==> src/rtl/seeprom_pkg.sv <==
package seeprom_pkg;
  typedef enum logic [3:0] {
    ST_IDLE,
    ST_CTRL,
    ST_CTRL_ACK,
    ST_ADDR,
    ST_ADDR_ACK,
    ST_WR,
    ST_WR_ACK,
    ST_RD,
    ST_RD_ACK
  } seeprom_state_e;
endpackage

==> src/rtl/seeprom_line_sync.sv <==
module seeprom_line_sync #(
  parameter int SYNC_STAGES = 2
) (
  input  logic clk,
  input  logic rst,
  input  logic scl_in,
  input  logic sda_in,
  output logic scl_lvl,
  output logic sda_lvl,
  output logic scl_rise,
  output logic scl_fall,
  output logic start_seen,
  output logic stop_seen
);
  localparam int LAST = SYNC_STAGES - 1;

  logic [LAST:0] scl_sr;
  logic [LAST:0] sda_sr;
  logic          scl_prev;
  logic          sda_prev;

  generate
    if (SYNC_STAGES == 1) begin : g_single
      always_ff @(posedge clk) begin
        if (rst) begin
          scl_sr <= '1;
          sda_sr <= '1;
        end else begin
          scl_sr <= scl_in;
          sda_sr <= sda_in;
        end
      end
    end else begin : g_chain
      always_ff @(posedge clk) begin
        if (rst) begin
          scl_sr <= '1;
          sda_sr <= '1;
        end else begin
          scl_sr <= {scl_sr[LAST-1:0], scl_in};
          sda_sr <= {sda_sr[LAST-1:0], sda_in};
        end
      end
    end
  endgenerate

  always_ff @(posedge clk) begin
    if (rst) begin
      scl_prev <= 1'b1;
      sda_prev <= 1'b1;
    end else begin
      scl_prev <= scl_sr[LAST];
      sda_prev <= sda_sr[LAST];
    end
  end

  assign scl_lvl    = scl_sr[LAST];
  assign sda_lvl    = sda_sr[LAST];
  assign scl_rise   = scl_lvl & ~scl_prev;
  assign scl_fall   = ~scl_lvl & scl_prev;
  assign start_seen = scl_lvl & scl_prev & sda_prev & ~sda_lvl;
  assign stop_seen  = scl_lvl & scl_prev & ~sda_prev & sda_lvl;

  assert_start_stop_excl_R2: assert property (@(posedge clk) disable iff (rst)
    start_seen |=> !stop_seen);
endmodule

==> src/rtl/seeprom_store.sv <==
module seeprom_store #(
  parameter int ADDR_W = 9,
  parameter int DATA_W = 8
) (
  input  logic              clk,
  input  logic              we,
  input  logic [ADDR_W-1:0] waddr,
  input  logic [DATA_W-1:0] wdata,
  input  logic [ADDR_W-1:0] raddr,
  output logic [DATA_W-1:0] rdata
);
  localparam int DEPTH = 1 << ADDR_W;

  logic [DATA_W-1:0] cells [DEPTH];

  always_ff @(posedge clk) begin
    if (we) cells[waddr] <= wdata;
    rdata <= cells[raddr];
  end

  assert_wr_addr_known_R5: assert property (@(posedge clk)
    we |-> !$isunknown(waddr));
endmodule

==> src/rtl/serial_mem_target.sv <==
module serial_mem_target #(
  parameter int         ADDR_W      = 9,
  parameter logic [3:0] DEV_CODE    = 4'b1010,
  parameter int         SYNC_STAGES = 2
) (
  input  logic clk,
  input  logic rst,
  input  logic scl_in,
  input  logic sda_in,
  output logic sda_oe
);
  import seeprom_pkg::*;

  localparam int               HI_W    = ADDR_W - 8;
  localparam logic [ADDR_W-1:0] PTR_ONE = {{(ADDR_W-1){1'b0}}, 1'b1};
  localparam logic [ADDR_W-1:0] PTR_TOP = {ADDR_W{1'b1}};

  logic scl_lvl, sda_lvl, scl_rise, scl_fall, start_seen, stop_seen;

  seeprom_line_sync #(.SYNC_STAGES(SYNC_STAGES)) u_sync (
    .clk        (clk),
    .rst        (rst),
    .scl_in     (scl_in),
    .sda_in     (sda_in),
    .scl_lvl    (scl_lvl),
    .sda_lvl    (sda_lvl),
    .scl_rise   (scl_rise),
    .scl_fall   (scl_fall),
    .start_seen (start_seen),
    .stop_seen  (stop_seen)
  );

  seeprom_state_e    st;
  logic [3:0]        bit_cnt;
  logic [7:0]        rx_sr;
  logic [7:0]        tx_sr;
  logic [ADDR_W-1:0] ptr;
  logic [HI_W-1:0]   blk;
  logic              rd_mode;
  logic              more;
  logic [7:0]        rd_q;
  logic              mem_we;
  logic              byte_end;

  assign byte_end = scl_fall && (bit_cnt == 4'd8);
  assign mem_we   = (st == ST_WR) && byte_end && !start_seen && !stop_seen;

  seeprom_store #(.ADDR_W(ADDR_W), .DATA_W(8)) u_store (
    .clk   (clk),
    .we    (mem_we),
    .waddr (ptr),
    .wdata (rx_sr),
    .raddr (ptr),
    .rdata (rd_q)
  );

  always_ff @(posedge clk) begin
    if (rst) begin
      st      <= ST_IDLE;
      bit_cnt <= '0;
      rx_sr   <= '0;
      tx_sr   <= '0;
      ptr     <= '0;
      blk     <= '0;
      rd_mode <= 1'b0;
      more    <= 1'b0;
      sda_oe  <= 1'b0;
    end else if (stop_seen) begin
      st      <= ST_IDLE;
      bit_cnt <= '0;
      sda_oe  <= 1'b0;
    end else if (start_seen) begin
      st      <= ST_CTRL;
      bit_cnt <= '0;
      sda_oe  <= 1'b0;
    end else begin
      case (st)
        ST_CTRL, ST_ADDR, ST_WR: begin
          if (scl_rise) begin
            rx_sr   <= {rx_sr[6:0], sda_lvl};
            bit_cnt <= bit_cnt + 4'd1;
          end else if (byte_end) begin
            bit_cnt <= '0;
            if (st == ST_CTRL) begin
              if (rx_sr[7:4] == DEV_CODE) begin
                rd_mode <= rx_sr[0];
                blk     <= rx_sr[HI_W:1];
                st      <= ST_CTRL_ACK;
                sda_oe  <= 1'b1;
              end else begin
                st <= ST_IDLE;
              end
            end else if (st == ST_ADDR) begin
              ptr    <= {blk, rx_sr};
              st     <= ST_ADDR_ACK;
              sda_oe <= 1'b1;
            end else begin
              ptr    <= ptr + PTR_ONE;
              st     <= ST_WR_ACK;
              sda_oe <= 1'b1;
            end
          end
        end
        ST_CTRL_ACK: begin
          if (scl_fall) begin
            if (rd_mode) begin
              st     <= ST_RD;
              tx_sr  <= rd_q;
              sda_oe <= ~rd_q[7];
            end else begin
              st     <= ST_ADDR;
              sda_oe <= 1'b0;
            end
          end
        end
        ST_ADDR_ACK, ST_WR_ACK: begin
          if (scl_fall) begin
            st     <= ST_WR;
            sda_oe <= 1'b0;
          end
        end
        ST_RD: begin
          if (scl_rise) begin
            bit_cnt <= bit_cnt + 4'd1;
          end else if (byte_end) begin
            bit_cnt <= '0;
            ptr     <= ptr + PTR_ONE;
            st      <= ST_RD_ACK;
            sda_oe  <= 1'b0;
          end else if (scl_fall) begin
            tx_sr  <= {tx_sr[6:0], 1'b0};
            sda_oe <= ~tx_sr[6];
          end
        end
        ST_RD_ACK: begin
          if (scl_rise) begin
            more <= ~sda_lvl;
          end else if (scl_fall) begin
            if (more) begin
              st     <= ST_RD;
              tx_sr  <= rd_q;
              sda_oe <= ~rd_q[7];
            end else begin
              st <= ST_IDLE;
            end
          end
        end
        default: begin
          sda_oe <= 1'b0;
        end
      endcase
    end
  end

  assert_sda_hold_R2: assert property (@(posedge clk) disable iff (rst)
    scl_lvl |=> $stable(sda_oe));

  assert_stop_release_R8: assert property (@(posedge clk) disable iff (rst)
    stop_seen |=> !sda_oe);

  assert_bad_code_nack_R3: assert property (@(posedge clk) disable iff (rst)
    (st == ST_CTRL && byte_end && rx_sr[7:4] != DEV_CODE && !start_seen && !stop_seen)
      |=> (st == ST_IDLE && !sda_oe));

  assert_abort_ptr_R10: assert property (@(posedge clk) disable iff (rst)
    (start_seen || stop_seen) |=> $stable(ptr));

  assert_ptr_wrap_R9: assert property (@(posedge clk) disable iff (rst)
    (st == ST_RD && byte_end && ptr == PTR_TOP && !start_seen && !stop_seen)
      |=> (ptr == '0));

  assert_rst_idle_R1: assert property (@(posedge clk)
    rst |=> (!sda_oe && st == ST_IDLE));
endmodule

==> config.mk <==
export PLATFORM = sky130hd
export DESIGN_NAME = serial_mem_target
export DESIGN_NICKNAME = d
export VERILOG_FILES = /design/src/rtl/seeprom_pkg.sv /design/src/rtl/seeprom_line_sync.sv /design/src/rtl/seeprom_store.sv /design/src/rtl/serial_mem_target.sv
export SDC_FILE = /design/constraint.sdc
export NUM_CORES = 2
export LEC_CHECK = 0
export ABC_CLOCK_PERIOD_IN_PS = 8700
export BUFFER_PORTS_ARGS = -buffer_cell sky130_fd_sc_hd__buf_2
export CORE_MARGIN = 2
export CORE_UTILIZATION = 50
export CTS_BUF_LIST = sky130_fd_sc_hd__clkbuf_8
export CTS_CLUSTER_SIZE = 24
export DETAILED_ROUTE_END_ITERATION = 10
export PLACE_DENSITY = 0.68
export SLEW_MARGIN = 20
export SYNTH_ARGS = -nofsm -noshare
export SYNTH_HDL_FRONTEND = slang
export SYNTH_SLANG_ARGS = --single-unit
==> constraint.sdc <==
create_clock -name clk -period 8.7 [get_ports clk]
set_clock_uncertainty 0.05 [all_clocks]
set_input_delay 1.305 -clock clk [delete_from_list [all_inputs] [get_ports clk]]
set_output_delay 1.305 -clock clk [all_outputs]
set_load 0.02 [all_outputs]
Yosys cells after proc, flatten, opt, wreduce, memory -nomap -nowiden:

Memory sizes are Yosys's and may differ from the RTL's. A register that Yosys moved wholly into a read port is not among the register bits.
Cells that the tools add are included.

* register bits: 42
* memory bits (writable): 4096
* input bits: 4
* output and inout bits: 1
* logic and storage cells: 140
* memories: 1

Memories
* u_store.cells: words 512, width 8, rd ports 1, clocked after memory_dff 1, write ports 1, RTL line seeprom_store.sv:14 `logic [DATA_W-1:0] cells [DEPTH];`

* add/sub/neg operators: 2
* eq/ne operators: 33
* mux-type cells: 49
* bitwise operators: 16
* reduce and logical (&&, ||, !) cells: 25

Operators with widths (number)
* two-way mux 7 bit: 8
* two-way mux 9 bit: 6
* two-way mux 4 bit: 11
* inequality test 3 bit (second input constant): 10
* inequality test 2 bit (second input constant): 13
* one-hot mux 7 bit (3 select lines): 1
* one-hot mux 4 bit (5 select lines): 1
* one-hot mux 9 bit (2 select lines): 1
* AND reduction 9 bit: 2
* == test 4 x 3 -> 1 bit (second input constant): 4
* two-way mux 1 bit: 16
* == test 4 bit (second input constant): 3
* AND reduction 11 bit: 1
* AND reduction 10 bit: 1
* adder 9 x 1 -> 9 bit (second input constant): 1
* NOT 1 bit: 9
* == test 4 x 2 -> 1 bit (second input constant): 2
* AND reduction 4 bit: 2
* AND reduction 8 bit: 1
* bitwise AND 1 bit: 7
* AND reduction 7 bit: 1
* two-way mux 3 bit: 2
* nonzero test 6 bit: 1
* OR reduction 3 bit: 2
* 12 further kinds: 19

Logic depth before layout (Yosys ltp):

* depth after elaboration: 8
* mapped depth: 14
* depth with buffers taken out: 9

Hierarchy:

A second synthesis with hierarchy kept.

* cells, all modules: 8297
* area, all modules: 162180.5 sq um

Modules (own cells, without submodules)
* seeprom_store: instances 1, cells each 8030, area each 159927.1 sq um, seq. area each 123158.1 sq um
* serial_mem_target: instances 1, cells each 251, area each 2063.2 sq um, seq. area each 720.7 sq um
* seeprom_line_sync: instances 1, cells each 16, area each 190.2 sq um, seq. area each 120.1 sq um

Least setup slack after synthesis:

No wires, ideal clock.

* path type: reg2reg
* start: register rx_sr[6]
* end: register st[1]
* library setup time: 0.130 ns
* arrival time: 8.163 ns
* data required time: 8.520 ns
* path slack: 0.357 ns
* cell stages (with the launch flop): 7
* buffers on the path: 0
* period minus slack after synthesis: 8.343 ns
* path through: dfxtp_1 -> nor4bb_1 -> o211a_1 -> o32ai_1 -> nor2_1 -> a21oi_1 -> nor2_1

* cells in the longest elaborated chain, start to end: 6

Ends and longest elaborated chain
* start, declared: RTL line serial_mem_target.sv:35 `logic [7:0] rx_sr;`
* start signal, assigned: RTL line serial_mem_target.sv:80 `rx_sr <= {rx_sr[6:0], sda_lvl};`
* == test 4 bit: RTL line serial_mem_target.sv:85 `if (rx_sr[7:4] == DEV_CODE) begin`
* two-way mux 2 bit: RTL line serial_mem_target.sv:85
* two-way mux 4 bit: RTL line serial_mem_target.sv:84 `if (st == ST_CTRL) begin`
* two-way mux 4 bit: RTL line serial_mem_target.sv:82 `end else if (byte_end) begin`
* two-way mux 4 bit: RTL line serial_mem_target.sv:79 `if (scl_rise) begin`
* one-hot mux 4 bit (5 select lines): RTL line serial_mem_target.sv:77 `case (st)`
* end signal, assigned: RTL line serial_mem_target.sv:88 `st <= ST_CTRL_ACK;`
* end signal, assigned: RTL line serial_mem_target.sv:91 `st <= ST_IDLE;`
* end signal, assigned: RTL line serial_mem_target.sv:95 `st <= ST_ADDR_ACK;`
* end, declared: RTL line serial_mem_target.sv:33 `seeprom_state_e st;`

Every way passes these cells. The select of a mux whose other input is x is not followed.
A chain may end at the register's enable or synchronous reset.

==> results.py <==
metrics = {
    "status": {
        "status": "complete, no violations",
    },
    "global_routing": {
        "first_global_vias": 83090,
        "grt_util_met1": 0.3661,
        "grt_first_pass_wirelength_microns": 619700,
        "globalRouteMet3Util": 0.06662,
        "antenna_found_initial": 27,
        "groute.layer.met2.usage": 0.4081,
        "global_route.overflow_total": 0,
        "grt_start_max_net_pins": 219,
        "grt.total_usage": 0.2678,
        "global_route.peak_usage_layer": "met2",
    },
    "setup_path": {
        "crit_slowest_cell": "sky130_fd_sc_hd__nor4_1",
        "rr_worst_depth": 8,
        "worstSetupStartpoint": "ptr[0]",
        "critical_path.reg2reg.startpoint": "ptr[0]",
        "worstPathMaxFanout": 86,
        "path_delay_family": "buffers and inverters",
        "critical_path.startpoint_type": "register",
        "critical-path-max-stage-delay_ns": 0.97,
        "timing.critical_path.arrival_ns": 6.30,
        "worstPathCellList": "buf_4, buf_12, mux4_2, a22o_1, a221oi_1, a31oi_1, nor4_1, nand4_1",
        "critPathCaptureType": "register",
        "timing.reg2reg.setup_slack_ns": 3.30,
        "timing.setup.critical_path_class": "reg -> reg",
        "critical_path.reg2reg.endpoint": "u_store.rdata[1]",
        "path_buf_inv": 2,
        "cp_data_required_time_ns": 9.60,
    },
    "final_layout": {
        "fin_util": 0.5523,
        "drive_above_1_share": 0.2236,
        "finalNetCount": 8165,
        "area_delta_synth_final_pct": 10.15,
        "finalNonFillerCells": 12970,
        "postLayoutCellArea_sq_mm": 0.1771,
    },
    "floorplan": {
        "die_area_sq_mm": 0.3261,
        "boundaryPins": 5,
        "floorplan.core_area_sq_mm": 0.3206,
        "floorplan.die.height_microns": 571.0,
        "initial_utilization": 0.5014,
        "placement_rows": 208,
        "die_w_microns": 571.0,
    },
    "hold_path": {
        "hold-path-cell-count": 2,
        "whs_endpoint": "u_sync.sda_sr[0]",
        "min-delay-path-class": "in -> reg",
        "hold_path_startpoint": "sda_in",
    },
    "cts": {
        "cts_buffers": 630,
        "cts_resized": 0,
        "cts_sinks": 4146,
        "cts.root.buffer_cell": "sky130_fd_sc_hd__clkbuf_8",
        "clock_latency_ns": 1.12,
        "htreeDepth": 6,
        "holdBufCountCts": 0,
        "cts_max_path_buffers": 4,
        "setup_buffers_after_cts": 0,
        "tritoncts": "built",
        "clkTransAtPathRegs_ns": 0.06,
    },
    "yosys": {
        "synth_xor_area_frac": 0.0001634,
        "syn-cell-area_sq_mm": 0.1608,
        "edff_count_synth": 4096,
        "yosysMostFrequentCell": "sky130_fd_sc_hd__edfxtp_1",
        "synth_simple_gate_area_frac": 0.03294,
        "synth_mux_area_frac": 0.1455,
        "postSynthNetCount": 7843,
        "synth.ff_latch_count": 4146,
        "synth_largest_type_area_fraction": 0.7651,
        "post_synth_fa_ha_maj_area_fraction": 0.0004670,
        "yosys_warnings": 0,
        "synth_compound_gate_area_share": 0.03276,
        "synth_top_family_by_area": "multiplexers",
        "netlist_instances": 7833,
        "fraction_of_registers_with_async_set_or_reset_after_synthesis": 0,
        "synth_top_flop_cell": "sky130_fd_sc_hd__edfxtp_1",
        "yosys-top-cells-count": "sky130_fd_sc_hd__edfxtp_1 (4096), sky130_fd_sc_hd__mux4_2 (853), sky130_fd_sc_hd__nor2_1 (589)",
        "post-synth-top-area-cell": "sky130_fd_sc_hd__edfxtp_1",
        "seq_area_frac_synth": 0.7713,
        "synth.area.top_cells": "sky130_fd_sc_hd__edfxtp_1 (77%), sky130_fd_sc_hd__mux4_2 (12%), sky130_fd_sc_hd__mux2i_1 (2.4%)",
        "ys_types": 79,
        "synth.avg_cell_area_sq_um": 20.52,
    },
    "placement": {
        "placement.cell_area_sq_mm": 0.1655,
        "preCtsSetupSlack_ns": 3.338,
        "dpl.hpwl_microns": 263500,
        "io_buffer_count": 4,
        "place_inst": 11830,
        "finalWeightedCongestion": 0.9077,
    },
    "sta": {
        "grt_setup_unrepaired": "false",
        "share_of_the_cycle_needed_by_the_critical_path_after_routing": 0.6209,
        "hold_violations": 0,
        "tightest_slew_ns": 1.314,
        "timing.setup.tns_ns": 0,
        "final.setup.worst_slack_ns": 3.299,
        "report.final.setup_viol": 0,
        "relSlewSlack": 0.1238,
        "worst_slack_on_hold_paths_ns": 0.3652,
        "maxClockFrequency_mhz": 185.1,
        "final_period_minus_worst_setup_slack_ns": 5.401,
        "timing.final.max_slew_violations": 0,
    },
    "drt": {
        "drtPass1Iterations": 7,
        "detail_route.drc_violations": 0,
        "post_drt_via_cell_ratio": 6.485,
        "drtIter0Drc": 12860,
        "post_drt_antenna_nets": 0,
        "total_number_of_vias": 84120,
        "wirelength_microns": 441100,
        "wl_cell_microns": 34.01,
    },
    "pwr": {
        "worst_supply_voltage_drop_on_vdd_v": 0.0001698,
        "totalPowerFinal_mw": 36.64,
        "cellLeakagePower_nw": 54.24,
        "pwr_density_cell_mw_per_mm2": 206.9,
    },
    "run": {
        "cap_viol_max_count": 0,
    },
}
==> per-layer routing <==
metal	vias to the layer above	routed length [microns]
met3	1063	51730
met4	14	22760
met1	43700	162400
li1	33370	-
met2	5968	204100
met5	-	126
==> cell usage in the layout, fill, tap and decap left out, types with 31 or more instances in the layout <==
cell type and count:
sky130_fd_sc_hd__edfxtp_1 4096, sky130_fd_sc_hd__mux4_2 853, sky130_fd_sc_hd__clkbuf_8 640, sky130_fd_sc_hd__nor2_1 578
sky130_fd_sc_hd__mux2i_1 383, sky130_fd_sc_hd__nand2_1 209, sky130_fd_sc_hd__inv_1 181, sky130_fd_sc_hd__clkinv_1 168
sky130_fd_sc_hd__a22oi_1 152, sky130_fd_sc_hd__buf_4 148, sky130_fd_sc_hd__o22ai_1 110, sky130_fd_sc_hd__a21oi_1 106
sky130_fd_sc_hd__nand3_1 88, sky130_fd_sc_hd__clkinv_2 80, sky130_fd_sc_hd__a221oi_1 79, sky130_fd_sc_hd__a31oi_1 77
sky130_fd_sc_hd__nand4_1 54, sky130_fd_sc_hd__o21ai_0 41, sky130_fd_sc_hd__a22o_1 38, sky130_fd_sc_hd__nor3_1 37
sky130_fd_sc_hd__dfxtp_1 36, sky130_fd_sc_hd__a32oi_1 31, sky130_fd_sc_hd__nor4_1 31
==> worst max path at each step <==
stage                                   to  slack [ns]  cells after the start
after floorplan                      st[1]        0.36                      6
after global placement    u_store.rdata[6]        3.04                      9
after detailed placement  u_store.rdata[1]        3.34                      8
after CTS                 u_store.rdata[1]        3.33                      8
after global routing      u_store.rdata[1]        3.16                      8
final                     u_store.rdata[1]        3.30                      8
==> sequential cells by signal (all words and copies together) (netlist names) <==
register / cells
u_store.cells: 4096
ptr: 9
rx_sr: 8
u_store.rdata: 8
tx_sr: 7
bit_cnt: 4
st: 4
u_sync.scl_sr: 2
u_sync.sda_sr: 2
blk: 1
more: 1
rd_mode: 1
sda_oe: 1
u_sync.scl_prev: 1
u_sync.sda_prev: 1
==> final cells by class <==
cell class / count / area, sq um
Antenna cell: 14 / 35.03
Fill cell: 23880 / 143600
Tap cell: 4305 / 5386
Clock inverter: 488 / 2665
Timing Repair Buffer: 182 / 1663
Multi-Input combinational cell: 3186 / 34430
Inverter: 9 / 36.28
Clock buffer: 640 / 8808
Sequential cell: 4146 / 124000
==> report_power, final <==
group	switching [mW]	internal [mW]
clock	7.58	7.44
sequential	0.00295	21.6
combinational	0.0116	0.00428
total	7.60	29.0
==> kinds of logic after synthesis <==
logic type / Yosys count
DFF: 4146
muxes: 1258
and+or+nand+nor: 1177
AOI/OAI and AO/OA: 742
buffers and inverters: 501
adders and majority gates: 6
xor gates and xnor gates: 3
No activity file was read; power rests on OpenSTA's default activity.
